File: config.mk
export PLATFORM = sky130hd
export DESIGN_NAME = aud_frame_tx
export DESIGN_NICKNAME = d
export VERILOG_FILES = /design/src/rtl/aftx_pkg.sv /design/src/rtl/aftx_timing.sv /design/src/rtl/aftx_lane.sv /design/src/rtl/aud_frame_tx.sv
export SDC_FILE = /design/constraint.sdc
export NUM_CORES = 1
export LEC_CHECK = 0
export ABC_AREA = 1
export BUFFER_PORTS_ARGS = -buffer_cell sky130_fd_sc_hd__buf_2
export CAP_MARGIN = 15
export CORE_MARGIN = 2
export CORE_UTILIZATION = 29
export CTS_CLUSTER_DIAMETER = 30
export DETAILED_ROUTE_END_ITERATION = 10
export PLACE_DENSITY = 0.55
export REMOVE_ABC_BUFFERS = 1
export SLEW_MARGIN = 20
export SYNTH_ARGS = -nofsm -noshare
export SYNTH_HDL_FRONTEND = slang
export SYNTH_SLANG_ARGS = --single-unit
File: constraint.sdc
create_clock -name clk -period 18.28 [get_ports clk]
set_clock_uncertainty 0.2 [all_clocks]
set_input_delay 3.656 -clock clk [delete_from_list [all_inputs] [get_ports clk]]
set_output_delay 3.656 -clock clk [all_outputs]
set_load 0.005 [all_outputs]
File: src/rtl/aftx_pkg.sv
package aftx_pkg;

    localparam int SMP_W = 32;
    localparam int POS_W = 9;
    localparam int LEN_W = 10;
    localparam int IDX_W = 5;

    typedef struct packed {
        logic             ws_hi;
        logic             rise_launch;
        logic             ws_pulse;
        logic             lsb_first;
        logic             wide;
        logic             stereo;
        logic [1:0]       lanes;
        logic [POS_W-1:0] lpos;
        logic [POS_W-1:0] rpos;
        logic [IDX_W-1:0] cut;
        logic [LEN_W-1:0] flen;
    } cfg_t;

    typedef struct packed {
        logic hit;
        logic val;
    } slot_t;

    function automatic logic [LEN_W-1:0] min_len(cfg_t c);
        return (c.wide && c.stereo) ? LEN_W'(36) : LEN_W'(13);
    endfunction

    // Decide whether frame bit b belongs to a slice starting at pos,
    // and if so which sample bit it carries.
    function automatic slot_t slot_bit(logic [SMP_W-1:0] smp, logic [LEN_W-1:0] b,
                                       logic [POS_W-1:0] pos, cfg_t c);
        logic [IDX_W-1:0] top;
        logic [LEN_W:0]   k;
        logic [5:0]       span;
        logic [5:0]       idx;
        slot_t            r;
        top  = c.wide ? IDX_W'(31) : IDX_W'(15);
        span = (c.cut > top) ? 6'd0 : ({1'b0, top} - {1'b0, c.cut} + 6'd1);
        r    = '0;
        k    = '0;
        idx  = '0;
        if ({1'b0, b} >= {2'b00, pos}) begin
            k = {1'b0, b} - {2'b00, pos};
            if (k < {5'b0, span}) begin
                idx   = c.lsb_first ? (6'(c.cut) + 6'(k)) : (6'(top) - 6'(k));
                r.hit = 1'b1;
                r.val = smp[idx[4:0]];
            end
        end
        return r;
    endfunction

endpackage

File: src/rtl/aftx_timing.sv
module aftx_timing
    import aftx_pkg::*;
(
    input  logic             clk,
    input  logic             rst,
    input  logic             run,
    input  cfg_t             cfg,
    output logic             launch,
    output logic [LEN_W-1:0] nxt,
    output logic [LEN_W-1:0] cnt,
    output logic             ws,
    output logic             sck
);

    logic ph;
    logic first_part;

    assign launch     = run & ph;
    assign nxt        = (cnt >= cfg.flen - LEN_W'(1)) ? '0 : cnt + LEN_W'(1);
    assign first_part = cfg.ws_pulse ? (nxt == '0) : (nxt < (cfg.flen >> 1));
    assign sck        = ph ^ cfg.rise_launch;

    always_ff @(posedge clk) begin
        if (rst || !run) begin
            ph  <= 1'b0;
            cnt <= '1;
            ws  <= ~cfg.ws_hi;
        end else begin
            ph <= ~ph;
            if (ph) begin
                cnt <= nxt;
                ws  <= first_part ? cfg.ws_hi : ~cfg.ws_hi;
            end
        end
    end

    assert_ws_edge_R7: assert property (@(posedge clk) disable iff (rst)
        (run && $past(run) && ws != $past(ws)) |-> (sck == cfg.rise_launch));

    assert_cnt_range_R5: assert property (@(posedge clk) disable iff (rst)
        (launch && $stable(cfg.flen)) |=> (cnt < cfg.flen));

    assert_pulse_width_R6: assert property (@(posedge clk) disable iff (rst)
        (run && cfg.ws_pulse && ws == cfg.ws_hi && $stable(cfg.ws_hi)) |-> (cnt == '0));

endmodule

File: src/rtl/aftx_lane.sv
module aftx_lane
    import aftx_pkg::*;
#(
    parameter int LANE = 0
) (
    input  logic             clk,
    input  logic             rst,
    input  logic             run,
    input  logic             launch,
    input  logic             take,
    input  logic [LEN_W-1:0] nxt,
    input  cfg_t             cfg,
    input  logic [SMP_W-1:0] new_l,
    input  logic [SMP_W-1:0] new_r,
    output logic             sd
);

    logic [SMP_W-1:0] held_l, held_r;
    logic [SMP_W-1:0] cur_l, cur_r, right_src;
    logic             active;
    slot_t            sl, sr;

    assign active    = (LANE <= int'(cfg.lanes));
    assign cur_l     = take ? new_l : held_l;
    assign cur_r     = take ? new_r : held_r;
    assign right_src = cfg.stereo ? cur_r : cur_l;
    assign sl        = slot_bit(cur_l, nxt, cfg.lpos, cfg);
    assign sr        = slot_bit(right_src, nxt, cfg.rpos, cfg);

    always_ff @(posedge clk) begin
        if (rst) begin
            held_l <= '0;
            held_r <= '0;
        end else if (take) begin
            held_l <= new_l;
            held_r <= new_r;
        end
    end

    always_ff @(posedge clk) begin
        if (rst || !run) begin
            sd <= 1'b0;
        end else if (launch) begin
            // left slice wins where the two overlap
            sd <= active & (sl.hit ? sl.val : (sr.hit & sr.val));
        end
    end

    assert_idle_lane_R8: assert property (@(posedge clk) disable iff (rst)
        (!active && $past(!active)) |-> !sd);

    assert_sd_on_launch_R7: assert property (@(posedge clk) disable iff (rst)
        (run && $past(run) && sd != $past(sd)) |-> $past(launch));

endmodule

File: src/rtl/aud_frame_tx.sv
module aud_frame_tx
    import aftx_pkg::*;
#(
    parameter int NLANES = 4,
    localparam int BUS_W = NLANES * SMP_W
) (
    input  logic               clk,
    input  logic               rst,
    input  logic               tx_en,
    input  logic               cfg_ws_start_high,
    input  logic               cfg_launch_rise,
    input  logic               cfg_ws_pulse,
    input  logic               cfg_lsb_first,
    input  logic               cfg_wide,
    input  logic               cfg_stereo,
    input  logic [1:0]         cfg_lanes,
    input  logic [POS_W-1:0]   cfg_left_pos,
    input  logic [POS_W-1:0]   cfg_right_pos,
    input  logic [IDX_W-1:0]   cfg_cut_idx,
    input  logic [LEN_W-1:0]   cfg_frame_len,
    input  logic               s_valid,
    output logic               s_ready,
    input  logic [BUS_W-1:0]   s_left,
    input  logic [BUS_W-1:0]   s_right,
    output logic               sck,
    output logic               ws,
    output logic [NLANES-1:0]  sd,
    output logic               cfg_err
);

    cfg_t             cfg;
    logic             run, launch, take;
    logic [LEN_W-1:0] nxt, cnt;

    assign cfg = '{ws_hi: cfg_ws_start_high, rise_launch: cfg_launch_rise,
                   ws_pulse: cfg_ws_pulse, lsb_first: cfg_lsb_first,
                   wide: cfg_wide, stereo: cfg_stereo, lanes: cfg_lanes,
                   lpos: cfg_left_pos, rpos: cfg_right_pos,
                   cut: cfg_cut_idx, flen: cfg_frame_len};

    assign cfg_err = cfg_frame_len < min_len(cfg);
    assign run     = tx_en & ~cfg_err;
    assign s_ready = launch & (nxt == '0);
    assign take    = s_ready & s_valid;

    aftx_timing u_timing (
        .clk    (clk),
        .rst    (rst),
        .run    (run),
        .cfg    (cfg),
        .launch (launch),
        .nxt    (nxt),
        .cnt    (cnt),
        .ws     (ws),
        .sck    (sck)
    );

    for (genvar g = 0; g < NLANES; g++) begin : g_lane
        aftx_lane #(.LANE(g)) u_lane (
            .clk    (clk),
            .rst    (rst),
            .run    (run),
            .launch (launch),
            .take   (take),
            .nxt    (nxt),
            .cfg    (cfg),
            .new_l  (s_left[g*SMP_W +: SMP_W]),
            .new_r  (s_right[g*SMP_W +: SMP_W]),
            .sd     (sd[g])
        );
    end

    assert_take_at_start_R10: assert property (@(posedge clk) disable iff (rst)
        take |=> (cnt == '0));

    assert_err_idle_R11: assert property (@(posedge clk) disable iff (rst)
        (cfg_err && $past(cfg_err) && $stable(cfg_ws_start_high))
            |-> (ws == ~cfg_ws_start_high && sd == '0 && !s_ready));

endmodule

==> After elaboration in Yosys (flattened, before gate mapping) <==
Index checks and enable logic that the tools add are counted.
{ "word_totals": {"elab_cells": 116, "ff_bits": 272, "out_inout_bits": 8, "input_bits": 301} }
{ "op_classes": {"muxes": 58, "magnitude_cmp": 13, "n_reduce_logical": 5, "add_sub_neg": 10, "n_bitwise": 15} }
{ "ops": {"columns": ["operator", "n"], "rows": [
  ["32-bit 2-to-1 mux", 12],
  ["1-bit binary-select mux with 5-bit select", 8],
  ["2-bit 2-to-1 mux", 16],
  ["11-bit by 6-bit less-than comparator with 1-bit output", 2],
  ["10-bit by 9-bit subtractor with 11-bit output", 2],
  ["10-bit by 9-bit greater-or-equal comparator with 1-bit output", 2],
  ["1-bit 2-to-1 mux", 16],
  ["5-bit 2-to-1 mux", 3],
  ["5-bit by 6-bit less-than comparator with 1-bit output (second input constant)", 2],
  ["6-bit 2-to-1 mux", 2],
  ["1-bit bitwise AND", 11],
  ["10-bit by 1-bit adder with 10-bit output (second input constant)", 1],
  ["5-bit adder", 2],
  ["10-bit greater-or-equal comparator", 1],
  ["10-bit logical NOT", 1],
  ["10-bit by 6-bit less-than comparator with 1-bit output", 1],
  ["10-bit by 9-bit less-than comparator with 1-bit output", 1],
  ["10-bit 2-to-1 mux", 1],
  ["10-bit by 1-bit subtractor with 10-bit output (second input constant)", 1],
  ["5-bit subtractor", 2],
  ["6-bit by 1-bit adder with 6-bit output (second input constant)", 1],
  ["5-bit by 5-bit subtractor with 6-bit output", 1],
  ["5-bit > comparator", 1],
  ["2-bit less-or-equal comparator (first input constant)", 2],
  ["7 further kinds", 9]
]} }

==> Longest topological paths before layout <==
Gate-level depths: netlist of run 1.
{ "logic_depth": {"word_depth": 17, "mapped_depth": 33, "depth_no_buf": 33} }

==> By module <==
A second synthesis of run 1 with hierarchy kept.
{ "unflattened": {"cells_unflattened": 3885, "area_unflattened_um2": 23017.1} }
{ "modules_own_cells": {"columns": ["module", "cells_per_inst", "area_per_inst_um2", "seq_area_each_um2", "instances"], "rows": [
  ["aftx_lane (g_lane[1].u_lane)", 924, 5437.7, 1301.2, 1],
  ["aftx_lane (g_lane[0].u_lane)", 905, 5360.1, 1301.2, 1],
  ["aftx_lane (g_lane[2].u_lane)", 916, 5360.1, 1301.2, 1],
  ["aftx_lane (g_lane[3].u_lane)", 907, 5343.9, 1301.2, 1],
  ["aftx_timing", 201, 1372.6, 250.2, 1],
  ["aud_frame_tx", 32, 142.6, 0.0, 1]
]} }

==> Least setup slack after synthesis of run 1 <==
Ideal clock, no wire load.
{ "synth_path": {"path_type": "in2out", "startpoint": "input cfg_frame_len[0]", "endpoint": "output s_ready", "path_slack_ns": 8.385, "arrival_ns": 6.039, "path_stages": 18, "n_path_buf": 2, "required_time_ns": 14.424, "cell_sequence": "inv_1 -> nand3_1 -> nor3_1 -> nand2_1 -> nor3_1 -> xor2_1 -> inv_1 -> ha_1 -> nand2_1 -> nor2_1 -> nand3_1 -> nand3_2 -> buf_2 -> a21oi_1 -> nor2_1 -> nand3_1 -> nor2_2 -> buf_2"} }
{ "synth_between": {"elab_chain_len": 5, "word_cells_on_any_way": 9, "cone_classes": "add/sub (1); order compare (2); mux (1); bitwise (4); reduce/logical (1)"} }
{ "synth_lines": {"columns": ["element", "line", "source"], "rows": [
  ["start, declared", "aud_frame_tx.sv:20", "input logic [LEN_W-1:0] cfg_frame_len,"],
  ["10-bit by 1-bit subtractor with 10-bit output or 10-bit by 6-bit less-than comparator with 1-bit output (tied branches)", "aftx_timing.sv:19, aud_frame_tx.sv:41", null],
  ["10-bit greater-or-equal comparator or 1-bit NOT (tied branches)", "aftx_timing.sv:19, aud_frame_tx.sv:42", null],
  ["10-bit 2-to-1 mux or 1-bit bitwise AND (tied branches)", "aftx_timing.sv:19, aud_frame_tx.sv:42", null],
  ["10-bit logical NOT or 1-bit bitwise AND (tied branches)", "aud_frame_tx.sv:43, aftx_timing.sv:18", null],
  ["1-bit bitwise AND (*)", "aud_frame_tx.sv:43", "assign s_ready = launch & (nxt == '0);"],
  ["end, declared", "aud_frame_tx.sv:22", "output logic s_ready,"]
]} }
Every way passes the cells marked *; elsewhere a longest branch is shown, timed or not.

==> Worst setup path after layout of run 1 <==
Ends and elaborated chain as after synthesis.

==> qor.yml, run 1 <==
status: "complete, no violations"
instances_no_fill: 4206
synth-seq-area-share_pct: 29.52
initial_core_util_pct: 29.29
synth_cell_types: 46
antenna_found_initial: 7
busiest_layer: "met2"
synthArstFlopShare_pct: 0
vdd_drop_max_v: 0.00006295
area_delta_synth_final_pct: 27.23
gr-usage-all-layers_pct: 20.86
nNetsFinal: 3655
max_freq_mhz: 91.81
cts.htree.levels: 3
critPathMaxFanout: 34
num_vias: 19610
synth_edf_count: 1
clk_pin_slew_ns: 0.04
fill_cells: 7077
gp_routability_congestion: 0.8679
hold_buffers: 0
final_common_cell: "nand2_1"
antenna_left: 0
clock_latency_ns: 0.61
placedCellCount: 4043
synthCells: 3036
die_w_um: 256.4
cts_resized: 0
path_class: "in -> out"
cp.arrival_ns: 7.04
ff_latch_area_mm2: 0.005455
die_area_mm2: 0.06575
wl_per_cell_um: 16.61
drc: 0
crit_required_ns: 14.42
clock-sinks: 272
via_per_inst: 4.662
die_y_um: 256.4
finalWirelength_mm: 69.88
powerDensity_mw_per_mm2: 111.5
port_buffers: 308
grt_pass1_wl_mm: 106.9
whs_path_depth: 2
grt_max_degree: 221
grtUsageMet1_pct: 28.09
use_met2_pct: 33.54
finalHoldViolations: 0
maxSlewHeadroom_pct: 32.32
multi_input_area_mm2: 0.01010
synth_area_per_cell_um2: 6.086
cts_buffers: 88
clk_path_buf_depth: 3
cts_setup_buffers: 0
synth_ff_type: "dfxtp_1"
hp-class: "reg -> reg"
fin_area_mm2: 0.02351
leakage_nw: 11.66
globalRouteMet3Util_pct: 3.836
tightest_slew_ns: 1.015
dp_hpwl_mm: 46.43
place_area_mm2: 0.02052
whs_ns: 0.2797
yosysWarnings: 0
setup_viol: 0
io_pins: 309
ys_ff_latch: 272
drt-initial-drc-count: 1399
period_share_pct: 59.59
gr-total-overflow: 0
drive_gt1_share_pct: 15.52
dr.pass1.iters: 5
rows: 92
core_mm2: 0.06308
root_buffer: "clkbuf_16"
grt_pass1_vias: 18470
layout_common_cells: "722 x nand2_1, 561 x inv_1, 558 x nand3_1, 306 x buf_2, 295 x nor2_1"
period_minus_slack_ns: 10.89
netlist_area_mm2: 0.01848
cts_tree: "yes"
rsz0062_at_grt: "false"
maxCapViolations: 0
finalSetupTns_ns: 0
crit_path_start_kind: "primary input"
reg2reg_depth: 24
drv_slew: 0
end_kind: "primary output"
critical path: stages:
cell	delay, ns
buf_2	0.10
inv_1	0.12
nand3_1	0.13
nor3_1	0.28
nand2_1	0.13
nor3_1	0.19
xor2_1	0.16
inv_1	0.06
ha_1	0.28
nand2_1	0.07
nor2_1	0.13
nand3_1	0.13
nand3_2	0.24
nor2_2	0.13
nor2_1	0.24
nand3_1	0.21
nor2_4	0.11
buf_4	0.43
buf_2	0.21
cell usage after synthesis, types with 9 or more instances:
master | n | area [um^2]
clkbuf_1 | 93 | 349.1
xor2_1 | 19 | 166.4
o21ai_0 | 59 | 295.3
xnor2_1 | 11 | 96.34
nand3_1 | 558 | 2793
buf_6 | 18 | 202.7
buf_4 | 9 | 67.56
inv_1 | 563 | 2113
dfxtp_1 | 271 | 5425
buf_1 | 14 | 52.55
nand2_1 | 722 | 2710
o21ai_1 | 16 | 80.08
or2_2 | 12 | 75.07
nor2_1 | 295 | 1107
o21a_1 | 71 | 533.0
and2_1 | 12 | 75.07
nor3_1 | 10 | 50.05
a21oi_1 | 45 | 225.2
ha_1 | 63 | 788.3
buf_2 | 38 | 190.2
o211ai_1 | 88 | 660.6
report_power, final:
part           switching (W)  internal [W]
combinational       0.000348      0.000162
sequential        0.00000606      0.000616
clock               0.000433       0.00106
cells by family after synthesis:
logic type | synth area share (%)
simple gates | 37.59
compound gates | 10.50
fa+ha+maj | 4.699
flops | 29.52
xor+xnor | 1.422
buf+inv | 16.27
path summary, 6_finish.rpt:
kind | start | to | slack [ns]
setup / recovery | cfg_frame_len[0] | s_ready | 7.39
hold / removal | g_lane[1].u_lane.sd$_SDFFE_PP0P_ | g_lane[1].u_lane.sd$_SDFFE_PP0P_ | 0.28
setup reg to reg | u_timing.cnt[0]$_SDFFE_PP1P_ | g_lane[3].u_lane.sd$_SDFFE_PP0P_ | 12.17
hold reg to reg | g_lane[1].u_lane.sd$_SDFFE_PP0P_ | g_lane[1].u_lane.sd$_SDFFE_PP0P_ | 0.28
through the flow:
stage | utilization, % | total power, W | worst slack, ns
after global routing | 37.26 | 0.002737 | 6.972
after floorplan | - | 0.0009251 | 2.515
after CTS | 37.26 | 0.002650 | 7.398
after global placement | 32.54 | 0.001144 | 7.428
after detailed placement | 32.54 | 0.001145 | 7.392
final | 37.27 | 0.002621 | 7.388
layer usage:
layer  routed length (um)  vias to the layer above
met4                 1773                        6
met2                31550                      620
li1                     -                    10060
met3                 4577                      119
met5                   38                        -
met1                31940                     8807
flip-flops by register name, summed over array words and instances (netlist names):
signal and cells:
g_lane.u_lane.held_l 128, g_lane.u_lane.held_r 128, g_lane.u_lane.sd 4, u_timing.cnt 10, u_timing.ph 1, u_timing.ws 1
layout make-up:
| type | count | area share, % |
|---|---|---|
| inverters | 570 | 9.128 |
| clock inverters | 35 | 1.634 |
| clock buffers | 125 | 11.03 |
| diodes | 3 | 0.03193 |
| repair buffers | 334 | 7.488 |
| multi-input cells | 2021 | 42.98 |
| well taps | 846 | 4.503 |
| flip-flops and latches | 272 | 23.21 |
No activity file was read; power rests on OpenSTA's default activity.
==> run 2, diff against run 1 <==
PLACE_DENSITY = 0.56   (was 0.55)
clock period = 9 ns   (was 18.28 ns; I/O delays follow)
==> run 2 against run 1 <==
  * Sequential share of layout area up 0.11 points
  * Design area down 0.48%
  * First-iteration DRC count grew 17%
  * Core utilization shrank 0.18 points
  * Via count rose by 0.19%
  * Clock power is 96% higher
  * Register-to-register slack worse by 8.5 ns
  * Worst hold slack better by 0.042 ns
  * Final cell count fell by 0.40%
  * Die area unchanged
  * Sequential power increased by 100%
  * Critical endpoint is now g_lane[2].u_lane.sd$_SDFFE_PP0P_
  * Largest power group unchanged
  * Routed wire length up 0.72%
  * Critical path type is now in -> reg
==> qor.yml, run 2 (synthesis results as in run 1) <==
status: "complete, no violations"  # unchanged
wl_per_cell_um: 16.80  # was 16.61 um
period_minus_slack_ns: 7.134
cts_tree: "yes"  # unchanged
placedCellCount: 4036  # was 4043
grt_pass1_vias: 18350  # was 18470
rsz0062_at_grt: "false"  # unchanged
io_pins: 309  # unchanged
num_vias: 19650  # was 19610
combPwrFrac_pct: 19.0  # was 19.5%
use_met2_pct: 33.19  # was 33.54%
cpPeakStageDelay_ns: 0.57  # was 0.43 ns
grt_pass1_wl_mm: 107.2  # was 106.9 mm
die_area_mm2: 0.06575  # unchanged
cts_setup_buffers: 0  # unchanged
fill_cells: 6940  # was 7077
drv_slew: 0  # unchanged
leakage_nw: 11.57  # was 11.66 nW
cts_buffers: 86  # was 88
drc: 0  # unchanged
initial_core_util_pct: 29.29  # unchanged
vdd_drop_max_v: 0.0001354  # was 0.00006295 V
period_share_pct: 79.27
grtUsageMet1_pct: 28.10  # was 28.09%
critPathSlowestCell: "inv_1"  # was buf_4
clock-sinks: 272  # unchanged
via_per_inst: 4.690  # was 4.662
layout_common_cells: "722 x nand2_1, 561 x inv_1, 558 x nand3_1, 306 x buf_2, 295 x nor2_1"  # unchanged
critPathMaxFanout: 17  # was 34
gr-total-overflow: 0  # unchanged
hp-class: "reg -> reg"  # unchanged
root_buffer: "clkbuf_16"  # unchanged
maxCapViolations: 0  # unchanged
end_kind: "flip-flop"  # was primary output
sw_frac_of_total_pct: 29.83  # was 30.03%
finalHoldViolations: 0  # unchanged
powerDensity_mw_per_mm2: 220.6  # was 111.5 mW/mm^2
cts_resized: 0  # unchanged
port_buffers: 308  # unchanged
globalRouteMet3Util_pct: 4.686  # was 3.836%
grt_max_degree: 256  # was 221
whs_path_depth: 4  # was 2
p_int_w: 0.003622  # was 0.001834 W
instances_no_fill: 4189  # was 4206
die_w_um: 256.4  # unchanged
top_regs: "g_lane.u_lane.held_l x128, g_lane.u_lane.held_r x128, u_timing.cnt x10"  # unchanged
tightest_slew_ns: 0.9660  # was 1.015 ns
critPathMostFrequentCell: "nand3_1"  # unchanged
nNetsFinal: 3647  # was 3655
gp_routability_congestion: 0.8864  # was 0.8679
dp_hpwl_mm: 49.67  # was 46.43 mm
cp.arrival_ns: 7.41  # was 7.04 ns
p_sw_w: 0.001539  # was 0.0007870 W
dr.pass1.iters: 6  # was 5
crit_path_start_kind: "primary input"  # unchanged
hold_buffers: 0  # unchanged
ff_latch_area_mm2: 0.005455  # unchanged
core_mm2: 0.06308  # unchanged
gr-usage-all-layers_pct: 20.97  # was 20.86%
max_freq_mhz: 140.2
clock_latency_ns: 0.62  # was 0.61 ns
antenna_left: 0  # unchanged
clk_pin_slew_ns: 0.04  # about the same
clk_path_buf_depth: 3  # unchanged
antenna_found_initial: 21  # was 7
maxSlewHeadroom_pct: 35.60  # was 32.32%
drive_gt1_share_pct: 14.86  # was 15.52%
multi_input_area_mm2: 0.01010  # unchanged
final_common_cell: "nand2_1"  # unchanged
setup_viol: 0  # unchanged
cts.htree.levels: 3  # unchanged
rows: 92  # unchanged
die_y_um: 256.4  # unchanged
whs_ns: 0.3220  # was 0.2797 ns
drt-initial-drc-count: 1638  # was 1399
clockPowerShare_pct: 56.5  # was 56.8%
reg2reg_depth: 23  # was 24
finalWirelength_mm: 70.38  # was 69.88 mm
area_delta_synth_final_pct: 26.62  # was 27.23%
busiest_layer: "met2"  # unchanged
seqPwrFrac_pct: 24.5  # was 23.7%
path_class: "in -> reg"  # was in -> out
crit_required_ns: 9.28  # was 14.42 ns
run 2: path summary, 6_finish.rpt:
path                                                        startpoint                                      to  slack (ns)
worst max-delay path                                  cfg_frame_len[0]        g_lane[2].u_lane.sd$_SDFFE_PP0P_        1.87
worst min-delay path            g_lane[2].u_lane.held_r[14]$_SDFF_PP0_  g_lane[2].u_lane.held_r[14]$_SDFF_PP0_        0.32
worst max register to register            u_timing.cnt[0]$_SDFFE_PP1P_        g_lane[2].u_lane.sd$_SDFFE_PP0P_        3.68
worst min register to register  g_lane[2].u_lane.held_r[14]$_SDFF_PP0_  g_lane[2].u_lane.held_r[14]$_SDFF_PP0_        0.32
run 2: through the flow:
step                utilization, %  cell area (um^2)  setup WS, ns  power [W]  TNS [ns]
floorplan                        -             17610        -4.909   0.001879   -720.42
global placement             32.47             20480         1.335   0.002259         0
detailed placement           32.47             20480         1.224   0.002264         0
CTS                          37.02             23350         1.849   0.005202         0
global route                 37.09             23390         1.316   0.005380         0
finish                       37.09             23400         1.866   0.005161         0
run 2: power groups by stage:
stage	registers (W)	clock network (W)	logic [W]
3_3_place_gp	0.00128	0	0.000977
6_report	0.00126	0.00292	0.000982
4_1_cts	0.00126	0.00295	0.000986
2_1_floorplan	0.00128	0	0.000600
3_5_place_dp	0.00128	0	0.000981
5_1_grt	0.00127	0.00302	0.00109
run 2: per-layer routing:
layer,vias to the layer above,part of all wire [%]
li1,10040,-
met1,8802,45
met2,641,45
met3,141,6.8
met4,20,2.7
met5,-,0.16
run 2: layout make-up:
| cell class | instances | area share (%) |
|---|---|---|
| tap | 846 | 4.524 |
| inverter | 570 | 9.172 |
| sequential | 272 | 23.32 |
| clock inverter | 15 | 1.139 |
| clock buffer | 131 | 11.12 |
| multi-input combinational | 2021 | 43.19 |
| timing repair buffer | 328 | 7.471 |
| antenna | 6 | 0.06417 |
run 2: worst max-delay path, delay by kind of cell:
kind	cells	cell delay, ns
AND/OR/NAND/NOR	14	2.38
adder cells (fa/ha/maj)	3	1.06
buffers and inverters	6	1.00
XOR/XNOR	3	0.63
AO/OA/AOI/OAI	3	0.52
==> run 3, diff against run 2 <==
clock period = 6.1 ns   (was 9 ns; I/O delays follow)
==> run 3 against run 2 <==
  * Core utilization increased by 1.6 points
  * Register-to-register slack lost 2.1 ns
  * Setup slack got worse by 1.5 ns
  * Routed wire length increased by 0.42%
  * Combinational power grew 65%
  * Highest routed layer unchanged
  * First-iteration DRC count shrank 7.3%
  * Sequential power increased by 48%
  * Global-route usage up 0.12 points
  * Critical path type is now in -> out
  * Critical path depth down 7
==> qor.yml, run 3 (synthesis results as in run 1) <==
status: "complete, no violations"  # unchanged
end_kind: "primary output"  # was flip-flop
final_util_pct: 38.68  # was 37.09%
hp-class: "reg -> reg"  # unchanged
via_per_inst: 4.640  # was 4.690
top_regs: "g_lane.u_lane.held_l x128, g_lane.u_lane.held_r x128, u_timing.cnt x10"  # unchanged
hold_buffers: 0  # unchanged
maxSlewHeadroom_pct: 36.79  # was 35.60%
core_mm2: 0.06308  # unchanged
cpPeakStageDelay_ns: 0.28  # was 0.57 ns
max_freq_mhz: 173.9
seqPwrFrac_pct: 23.4  # was 24.5%
period_minus_slack_ns: 5.749
final_common_cell: "nand2_1"  # unchanged
cts_buffers: 85  # was 86
drt-initial-drc-count: 1518  # was 1638
clock-sinks: 272  # unchanged
combPwrFrac_pct: 20.3  # was 19.0%
cp_cell_sequence: "buf_2, inv_1, nand3_1, nor3_1, buf_4, nand2_1, nor3_2, xor2_1, inv_1, ha_1, nand2_1, nor2_1, nand3_1, nand3_2, buf_4, buf_4, buf_4, nor2_2, nor2_1, nand3_1, nor2_4, buf_2"
tightest_slew_ns: 0.9482  # was 0.9660 ns
clk_pin_slew_ns: 0.04  # about the same
gr-total-overflow: 0  # unchanged
cp.arrival_ns: 4.33  # was 7.41 ns
drv_slew: 0  # unchanged
gp_routability_congestion: 0.8909  # was 0.8864
maxCapViolations: 0  # unchanged
cts.htree.levels: 3  # unchanged
critPathMaxFanout: 7  # was 17
nNetsFinal: 3736  # was 3647
path_class: "in -> out"  # was in -> reg
sw_frac_of_total_pct: 28.82  # was 29.83%
finalSetupTns_ns: 0  # unchanged
clock_latency_ns: 0.61  # was 0.62 ns
fill_cells: 6872  # was 6940
grt_pass1_vias: 18500  # was 18350
period_share_pct: 94.25
initial_core_util_pct: 29.29  # unchanged
port_buffers: 308  # unchanged
fin_area_mm2: 0.02440  # was 0.02340 mm^2
vdd_drop_max_v: 0.0001869  # was 0.0001354 V
antenna_found_initial: 14  # was 21
dp_hpwl_mm: 51.92  # was 49.67 mm
setup_viol: 0  # unchanged
layout_common_cells: "722 x nand2_1, 561 x inv_1, 558 x nand3_1, 306 x buf_2, 295 x nor2_1"  # unchanged
worstPathBufferInverterCount: 8  # was 6
num_vias: 19900  # was 19650
place_area_mm2: 0.02140  # was 0.02048 mm^2
drive_gt1_share_pct: 17.37  # was 14.86%
drc: 0  # unchanged
area_delta_synth_final_pct: 32.05  # was 26.62%
crit_required_ns: 4.68  # was 9.28 ns
critPathMostFrequentCell: "buf_4"  # was nand3_1
grt_pass1_wl_mm: 107.5  # was 107.2 mm
rows: 92  # unchanged
crit_path_start_kind: "primary input"  # unchanged
crit_family: "simple AND/OR/NAND/NOR gates"  # unchanged
antenna_left: 0  # unchanged
critPathSlowestCell: "ha_1"  # was inv_1
die_area_mm2: 0.06575  # unchanged
clockPowerShare_pct: 56.3  # was 56.5%
dr.pass1.iters: 5  # was 6
rrSetupSlack_ns: 1.55  # was 3.68 ns
rsz0062_at_grt: "false"  # unchanged
finalWirelength_mm: 70.68  # was 70.38 mm
die_w_um: 256.4  # unchanged
cts_tree: "yes"  # unchanged
die_y_um: 256.4  # unchanged
grt_max_degree: 126  # was 256
leakage_nw: 12.15  # was 11.57 nW
clk_path_buf_depth: 3  # unchanged
powerDensity_mw_per_mm2: 326.2  # was 220.6 mW/mm^2
gr-usage-all-layers_pct: 21.09  # was 20.97%
p_int_w: 0.005664  # was 0.003622 W
root_buffer: "clkbuf_16"  # unchanged
wl_per_cell_um: 16.48  # was 16.80 um
finalHoldViolations: 0  # unchanged
io_pins: 309  # unchanged
p_sw_w: 0.002294  # was 0.001539 W
-- run 3: cell count changes in the layout (fill, tap and decap cells not counted), moves of 2 or more --
cell	previous run	this run
clkbuf_8	27	18
clkinv_16	3	1
buf_12	2	22
buf_4	18	89
clkinv_2	7	20
bufinv_16	3	10
-- run 3: through the flow --
stage	total power, W	hold slack [ns]	setup WS [ns]	std cells
floorplan	0.002772	0.2618	-7.229	2863
finish	0.007958	0.3202	0.3511	4288
global route	0.008306	0.3388	0.007047	4286
global placement	0.003496	0.3094	-0.1346	4125
CTS	0.008010	0.3218	0.2616	4280
detailed placement	0.003502	0.3113	-0.1302	4125
-- run 3: final timing paths --
path                                          startpoint                                      to  cells past startpoint
setup / recovery                        cfg_frame_len[2]                                 s_ready                     22
hold / removal    g_lane[1].u_lane.held_r[30]$_SDFF_PP0_  g_lane[1].u_lane.held_r[30]$_SDFF_PP0_                      4
setup reg to reg            u_timing.cnt[0]$_SDFFE_PP1P_        g_lane[3].u_lane.sd$_SDFFE_PP0P_                     22
hold reg to reg   g_lane[1].u_lane.held_r[30]$_SDFF_PP0_  g_lane[1].u_lane.held_r[30]$_SDFF_PP0_                      4
-- run 3: worst min-delay path, stage by stage, from the launching register on --
cell and delay (ns):
dfxtp_1 0.29, inv_1 0.04, nand2_1 0.06, nand2_1 0.06, nor2_1 0.03
-- run 3: power groups by stage --
stage                     Clock, W  Combinational [W]  Sequential, W
after floorplan                  0           0.000885        0.00189
after global placement           0            0.00160        0.00189
after detailed placement         0            0.00161        0.00189
after CTS                  0.00453            0.00162        0.00186
after global routing       0.00465            0.00179        0.00187
final                      0.00448            0.00162        0.00186
-- run 3: timing repair --
action | in CTS | in global routing
endpoints found under the setup margin | 0 | 4
resized for setup | 0 | 1
setup buffers | 0 | 2
-- run 3: metal layers --
metal / part of all wire, % / routed length (um) / vias up / GRT usage (%)
met3: 6.8 / 4791 / 135 / 4.181
met1: 45 / 31950 / 8857 / 28.17
met4: 3.1 / 2222 / 12 / 7.881
li1: - / - / 10220 / -
met5: 0.11 / 79 / - / 0
met2: 45 / 31630 / 676 / 33.51
-- run 3: cell type report --
type                    count  area, um^2  area share [%]
diodes                      6       15.01         0.06154
well taps                 846        1059           4.338
flip-flops and latches    272        5455           22.36
repair buffers            418        2654           10.88
multi-input cells        2021       10110           41.43
inverters                 570        2146           8.794
clock buffers             121        2475           10.14
clock inverters            34       486.7           1.995
